`src/rtl/card_rom_decoder.sv`:
```
module card_rom_decoder #(
  parameter int DW       = 8,
  parameter int NGROM    = 8,
  parameter int OFS_W    = 12,
  parameter logic [7:0] CRU_PAGE = 8'h1F
) (
  input  logic             clk,
  input  logic             rst_n,
  input  logic             card_sw,
  input  logic [15:0]      bus_addr,
  input  logic             bus_rd,
  input  logic             bus_wr,
  input  logic [15:0]      cru_addr,
  input  logic             cru_wr,
  input  logic             cru_bit,
  input  logic [DW-1:0]    rom_rdata,
  input  logic [DW-1:0]    grom_rdata,
  input  logic [NGROM-1:0] grom_rdy,
  output logic [DW-1:0]    bus_dout,
  output logic             bus_drive,
  output logic [OFS_W+1:0] rom_addr,
  output logic             rom_rd,
  output logic             grom_rd_data,
  output logic             grom_rd_addr,
  output logic             grom_wr_data,
  output logic             grom_wr_addr,
  output logic             ready
);
  localparam logic [15:0] PORT_MASK = 16'h1FFD;
  localparam logic [15:0] RD_PORT   = 16'h1BFC;
  localparam logic [15:0] WR_PORT   = 16'h1FFC;

  logic act_q, bank_q;

  wire       in_win   = (bus_addr[15:13] == 3'b010);
  wire       live     = card_sw & act_q & in_win;
  wire       rd_port  = ((bus_addr & PORT_MASK) == RD_PORT);
  wire       wr_port  = ((bus_addr & PORT_MASK) == WR_PORT);
  wire       g_rd_hit = live & bus_rd & rd_port;
  wire       g_wr_hit = live & bus_wr & wr_port;
  wire       cru_hit  = cru_wr & (cru_addr[15:8] == CRU_PAGE);
  wire [2:0] cru_idx  = {cru_addr[7], cru_addr[2], cru_addr[1]};
  wire       unused_cru = ^{cru_addr[6:3], cru_addr[0]};

  assign rom_rd    = live & bus_rd & ~rd_port;
  assign bus_drive = rom_rd | g_rd_hit;
  assign bus_dout  = rom_rd ? rom_rdata : (g_rd_hit ? grom_rdata : {DW{1'b1}});
  assign rom_addr  = bus_addr[12] ? {bank_q, ~bank_q, bus_addr[OFS_W-1:0]}
                                  : {2'b00, bus_addr[OFS_W-1:0]};
  assign ready     = &grom_rdy;

  always_ff @(posedge clk) begin
    if (!rst_n) begin
      act_q  <= 1'b0;
      bank_q <= 1'b0;
    end else if (cru_hit) begin
      if (cru_idx == 3'd0) act_q  <= cru_bit;
      if (cru_idx == 3'd4) bank_q <= cru_bit;
    end
  end

  always_ff @(posedge clk) begin
    if (!rst_n) begin
      grom_rd_data <= 1'b0;
      grom_rd_addr <= 1'b0;
      grom_wr_data <= 1'b0;
      grom_wr_addr <= 1'b0;
    end else begin
      grom_rd_data <= g_rd_hit & ~bus_addr[1];
      grom_rd_addr <= g_rd_hit &  bus_addr[1];
      grom_wr_data <= g_wr_hit & ~bus_addr[1];
      grom_wr_addr <= g_wr_hit &  bus_addr[1];
    end
  end

  a_r10_strobe_onehot: assert property (@(posedge clk) disable iff (!rst_n)
    $onehot0({grom_rd_data, grom_rd_addr, grom_wr_data, grom_wr_addr}));

  a_r8_rd_strobe_cause: assert property (@(posedge clk) disable iff (!rst_n)
    (grom_rd_data | grom_rd_addr) |-> $past(bus_rd && card_sw && bus_addr[15:13] == 3'b010));

  a_r9_wr_strobe_cause: assert property (@(posedge clk) disable iff (!rst_n)
    (grom_wr_data | grom_wr_addr) |-> $past(bus_wr && card_sw && bus_addr[15:13] == 3'b010));

  a_r4_state_needs_cru: assert property (@(posedge clk) disable iff (!rst_n)
    !$past(cru_wr) |-> ($stable(act_q) && $stable(bank_q)));

  a_r12_switch_off_quiet: assert property (@(posedge clk) disable iff (!rst_n)
    !card_sw |-> (!bus_drive && !rom_rd && bus_dout == {DW{1'b1}}));

  a_r11_ready_low: assert property (@(posedge clk) disable iff (!rst_n)
    ($countones(grom_rdy) != NGROM) |-> !ready);
endmodule

```
`config.mk`:
```
export PLATFORM = sky130hd
export DESIGN_NAME = card_rom_decoder
export DESIGN_NICKNAME = d
export VERILOG_FILES = /design/src/rtl/card_rom_decoder.sv
export SDC_FILE = /design/constraint.sdc
export NUM_CORES = 1
export LEC_CHECK = 0
export ABC_AREA = 1
export BUFFER_PORTS_ARGS = -buffer_cell sky130_fd_sc_hd__buf_2
export CAP_MARGIN = 25
export CORE_UTILIZATION = 33
export DETAILED_ROUTE_END_ITERATION = 6
export GPL_ROUTABILITY_DRIVEN = 0
export PLACE_DENSITY = 0.78
export SYNTH_ARGS = -nofsm -noshare
export SYNTH_HDL_FRONTEND = slang
export SYNTH_SLANG_ARGS = --single-unit
```
`constraint.sdc`:
```
create_clock -name clk -period 1.1 [get_ports clk]
set_input_delay 0.055 -clock clk [delete_from_list [all_inputs] [get_ports clk]]
set_output_delay 0.055 -clock clk [all_outputs]
set_load 0.02 [all_outputs]
```
==> After elaboration in Yosys (flattened, before gate mapping) <==
Cells that the tools add are included.
{ "totals": {"register_bits": 6, "latch_bits": 0, "mem_bits_rw": 0, "romBits": 0, "input_bits": 63, "out_inout_bits": 29, "word_cells": 34, "memories": 0} }
{ "op_classes": {"add_sub_neg": 0, "mul": 0, "n_div": 0, "order_cmp": 0, "eq_ne": 5, "shifts": 0, "mux": 3, "n_bitwise": 16, "reduce_logical": 4} }
{ "ops": {"columns": ["op", "count"], "rows": [
  ["$eq A12 B12 Y1 const B", 2],
  ["$mux W8", 2],
  ["$mux W14", 1],
  ["$and A1 B1 Y1", 12],
  ["$eq A8 B5 Y1 const B", 1],
  ["$reduce_and A8 Y1", 1],
  ["$reduce_and A2 Y1", 2],
  ["$eq A3 B2 Y1 const B", 1],
  ["$eq A3 B3 Y1 const B", 1],
  ["$logic_not A3 Y1", 1],
  ["$not A1 Y1", 3],
  ["$or A1 B1 Y1", 1]
]} }

==> Longest topological paths before layout <==
{ "logic_depth": {"ltp_word": 6, "depth_mapped": 9, "ltp_nobuf": 8} }

==> Least setup slack after synthesis <==
OpenSTA, ideal clock, no wires.
{ "synth_path": {"path_type": "reg-to-output", "from": "register act_q", "to": "output bus_dout[0]", "arrival_ps": 1030, "t_required_ps": 1045, "path_slack_ps": 15, "stages_incl_launch_ff": 8, "n_path_buf": 1, "cell_sequence": "dfxtp_1 -> nand2_1 -> inv_1 -> nand2_4 -> nor2_8 -> buf_12 -> nand3_1 -> nand2_1"} }
{ "synth_between": {"elab_chain_cells": 6, "elab_cells_between_ends": 7, "cone_classes": "2 x mux; 5 x bitwise"} }
{ "synth_lines": {"columns": ["item", "line", "source"], "rows": [
  ["start, declared", "33", "logic act_q, bank_q;"],
  ["start signal, assigned", "57", "if (cru_idx == 3'd0) act_q <= cru_bit;"],
  ["$and A1 B1 Y1 * (2 in a row)", "36", "wire live = card_sw & act_q & in_win;"],
  ["$and A1 B1 Y1 *", "39, 45", null],
  ["$and A1 B1 Y1", "39", "wire g_rd_hit = live & bus_rd & rd_port;"],
  ["$mux W8", "47", "assign bus_dout = rom_rd ? rom_rdata : (g_rd_hit ? grom_rdata : {DW{1'b1}});"],
  ["$mux W8 *", "47", null],
  ["end, declared", "19", "output logic [DW-1:0] bus_dout,"]
]} }
Mark *: on every way between the ends. The rest lies on a longest branch, timed or not.

==> Worst setup path after layout <==
{ "layout_path": {"from": "register act_q", "to": "output bus_dout[5]"} }
Same word-level chain as after synthesis.

==> metrics.md <==
| Metric | Value |
|---|---|
| P per Cell Area | `509 nW/µm²` |
| RSZ-0062 raised after global routing | `yes` |
| Max clock buf depth | `2` |
| Avg Cell Area, Syn | `5.67 µm²` |
| R2R depth | `7` |
| Switch share | `31.8%` |
| Placed cell areas | `1170 µm²` |
| Fin crit share | `125%` |
| Maximum clock rate | `0.724 GHz` |
| Vias in the first global route | `963` |
| Main flop type after synthesis | `dfxtp_1` |
| Post-synth top cells | `38 x inv_1, 28 x nand2_1, 17 x nand3_1, 17 x nor2_1, 12 x buf_4` |
| Ys Warns | `0` |
| I/O Buffers | `86` |
| Async S/R FF share, synth | `0%` |
| Initial cell density of the core | `35.5%` |
| Worst path required time | `1.04 ns` |
| Crit path capture type | `output port` |
| Synth area leaders | `inv_1 18%, dfxtp_1 15%, nand2_1 13%` |
| Peak supply drop | `0.301 mV` |
| Final setup fails | `10` |
| Clk Latency, worst-skew pair | `0.25 ns` |
| Drt pass-1 iters | `4` |
| R2R Setup Slk | `0.05 ns` |
| Hold WS | `0.0514 ns` |
| Comb power frac | `35.5%` |
| Yosys cell types | `17` |
| Area grow syn2layout | `63.4%` |
| Clock Sinks | `6` |
| Slew HR | `73.1%` |
| Outcome | `finished with violations` |
| Yosys top cell area share | `18.0%` |
| Layout cell share with drive strength beyond 1 | `51.1%` |
| Sequential-to-total area share from yosys stat | `15.1%` |
| Yosys top cell by area | `inv_1` |
| Global-route wire length before repair | `3440 µm` |
| Antenna violations before repair | `0` |
| Worst reg2reg endpoint | `grom_rd_addr` |
| Tmin final | `1.38 ns` |
| Antenna-violating nets left | `0` |
| Crit-path max FO | `5` |
| Multi-input logic area | `485 µm²` |
| Post-synth EDFFs | `0` |
| CP Launch Type | `register` |
| Max_cap viols | `0` |
| CP endpoint | `bus_dout[5]` |
| HPWL Detailed | `1600 µm` |
| Mapped cell area | `793 µm²` |
| Core Area | `2230 µm²` |
| Fin. Hold Viols | `0` |
| Worst Hold Class | `primary input to register` |
| Reg area | `121 µm²` |
| Synth Instances | `140` |
| Critical Path Start | `act_q` |
| Crit path kind | `register to output port` |
| Via count | `1,065` |
| Worst Tran Pin Value | `0.403 ns` |
| Worst setup margin | `-0.280 ns` |
| Finished Layout Cells | `251` |
| Die H | `51.0 µm` |
| Filler Cells Inserted | `232` |
| Final setup TNS | `-2.45 ns` |
| H-tree depth | `1` |
| Via/cell ratio | `4.24` |
| Root buf cell | `clkbuf_4` |
| LEAKAGE | `0.820 nW` |
| Fin nets | `288` |
| Slew Viols, Final | `0` |
| Net count after synthesis | `203` |
| Row cnt | `17` |
| Internal power | `0.450 mW` |
| Die ar. | `2600 µm²` |
| # hold bufs at CTS | `0` |
| CTS Buf Count | `3` |
| Largest net degree at the start of global routing | `10` |
| Worst EP arrival | `1.33 ns` |
| Failing checks | `negative setup slack` |
| Final instance area | `1300 µm²` |
| Clock transition at the registers of the reported paths | `0.05 ns` |
| Register bit total from synthesis | `6` |
| Clk_skew | `0.00478 ns` |
| Top Ports | `92` |
| Sequential power share | `33.0%` |
| Die width | `51.0 µm` |
| Switch Pwr | `0.210 mW` |
| DRT iter0 DRCs | `16` |
| DRT Wirelength | `2090 µm` |
| Drt wl/cell | `8.31 µm` |
| Clk network pwr share | `31.5%` |
| DRC Markers | `0` |
| Count leader, synth | `inv_1` |
| Number of diodes | `0` |
| Overall Global Routing Usage | `17.2%` |
| Total gr overflow | `0` |
| RR Startpoint | `act_q` |
| CTS tree | `done` |
| Placed Cells | `244` |
## flip-flops by register name, summed over array words and instances, names as in the netlist
| signal | cells |
|---|---|
| act_q | 1 |
| bank_q | 1 |
| grom_rd_addr | 1 |
| grom_rd_data | 1 |
| grom_wr_addr | 1 |
| grom_wr_data | 1 |
## worst max-delay path, cell delays in order, from the launching register on
cell and delay [ns]:
dfxtp_2 0.35, nand2_4 0.07, inv_4 0.08, nand2_8 0.08
nor2_4 0.15, nand3_1 0.10, nand2_1 0.06, inv_1 0.04
buf_4 0.14
## per-layer routing
layer	part of all wire (%)	track usage, %	vias to the layer above
met5	0	0	-
met4	1.9	10.2	0
met3	7.8	3.27	4
met2	51	31.8	49
met1	39	17.8	437
li1	-	-	575
## cell usage in the layout (no fill, tap or decap)
master    synthesis  routed
buf_2             0      80
buf_4            12       8
buf_6             0       2
clkbuf_4          0       3
dfxtp_1           6       5
dfxtp_2           0       1
inv_1            38      36
inv_2             1       2
inv_4             0       1
nand2_1          28      26
nand2_2           2       3
nand2_4           1       1
nand2_8           0       1
nand3_1          17      16
nand3_2           2       3
nand4_1           4       4
nor2_1           17      17
nor2_2            2       2
nor2_4            1       4
nor2_8            2       2
nor3_1            5       4
nor3_4            0       1
o21ai_1           1       1
## repair_timing
| item | CTS | global route |
|---|---|---|
| pin swaps | 9 | 3 |
| buffers inserted | 0 | 1 |
| gates cloned | 3 | 0 |
| resized for setup | 12 | 8 |
| setup endpoints to repair | 11 | 12 |
## how the worst min path moves through the flow
stage / start / end / slack (ns) / cells after the start
finish: rst_n / act_q / 0.05 / 3
global route: rst_n / bank_q / 0.08 / 3
CTS: rst_n / act_q / 0.05 / 3
detailed placement: rst_n / act_q / 0.32 / 3
global placement: rst_n / act_q / 0.32 / 3
floorplan: rst_n / bank_q / 0.18 / 2
## final cells by class
cell class,instances,share of cell area (%)
multi-input combinational,85,37.5
timing repair buffer,90,37.3
inverter,39,11.5
sequential,6,9.36
tap,28,2.70
clock buffer,3,1.74
## power groups by stage
stage	clock [mW]	sequential (mW)	combinational (mW)
final	0.208	0.218	0.234
after global routing	0.231	0.218	0.262
after CTS	0.215	0.218	0.231
after detailed placement	0	0.222	0.226
after global placement	0	0.222	0.223
after floorplan	0	0.222	0.121
## stage by stage
step	power (mW)	setup slack (ns)	utilization, %
after detailed placement	0.448	-0.0761	52.4
final	0.660	-0.280	58.0
after floorplan	0.343	0.0150	-
after CTS	0.664	-0.252	56.1
after global placement	0.445	-0.0573	52.4
after global routing	0.710	-0.391	58.0
## cells by family after synthesis
kind of cell / count (synthesis) / synth area share (%)
DFF: 6 / 15.1
and+or+nand+nor: 81 / 51.9
buffers and inverters: 52 / 32.3
AOI/OAI and AO/OA: 1 / 0.630
Power figures use the tool's default switching activity.
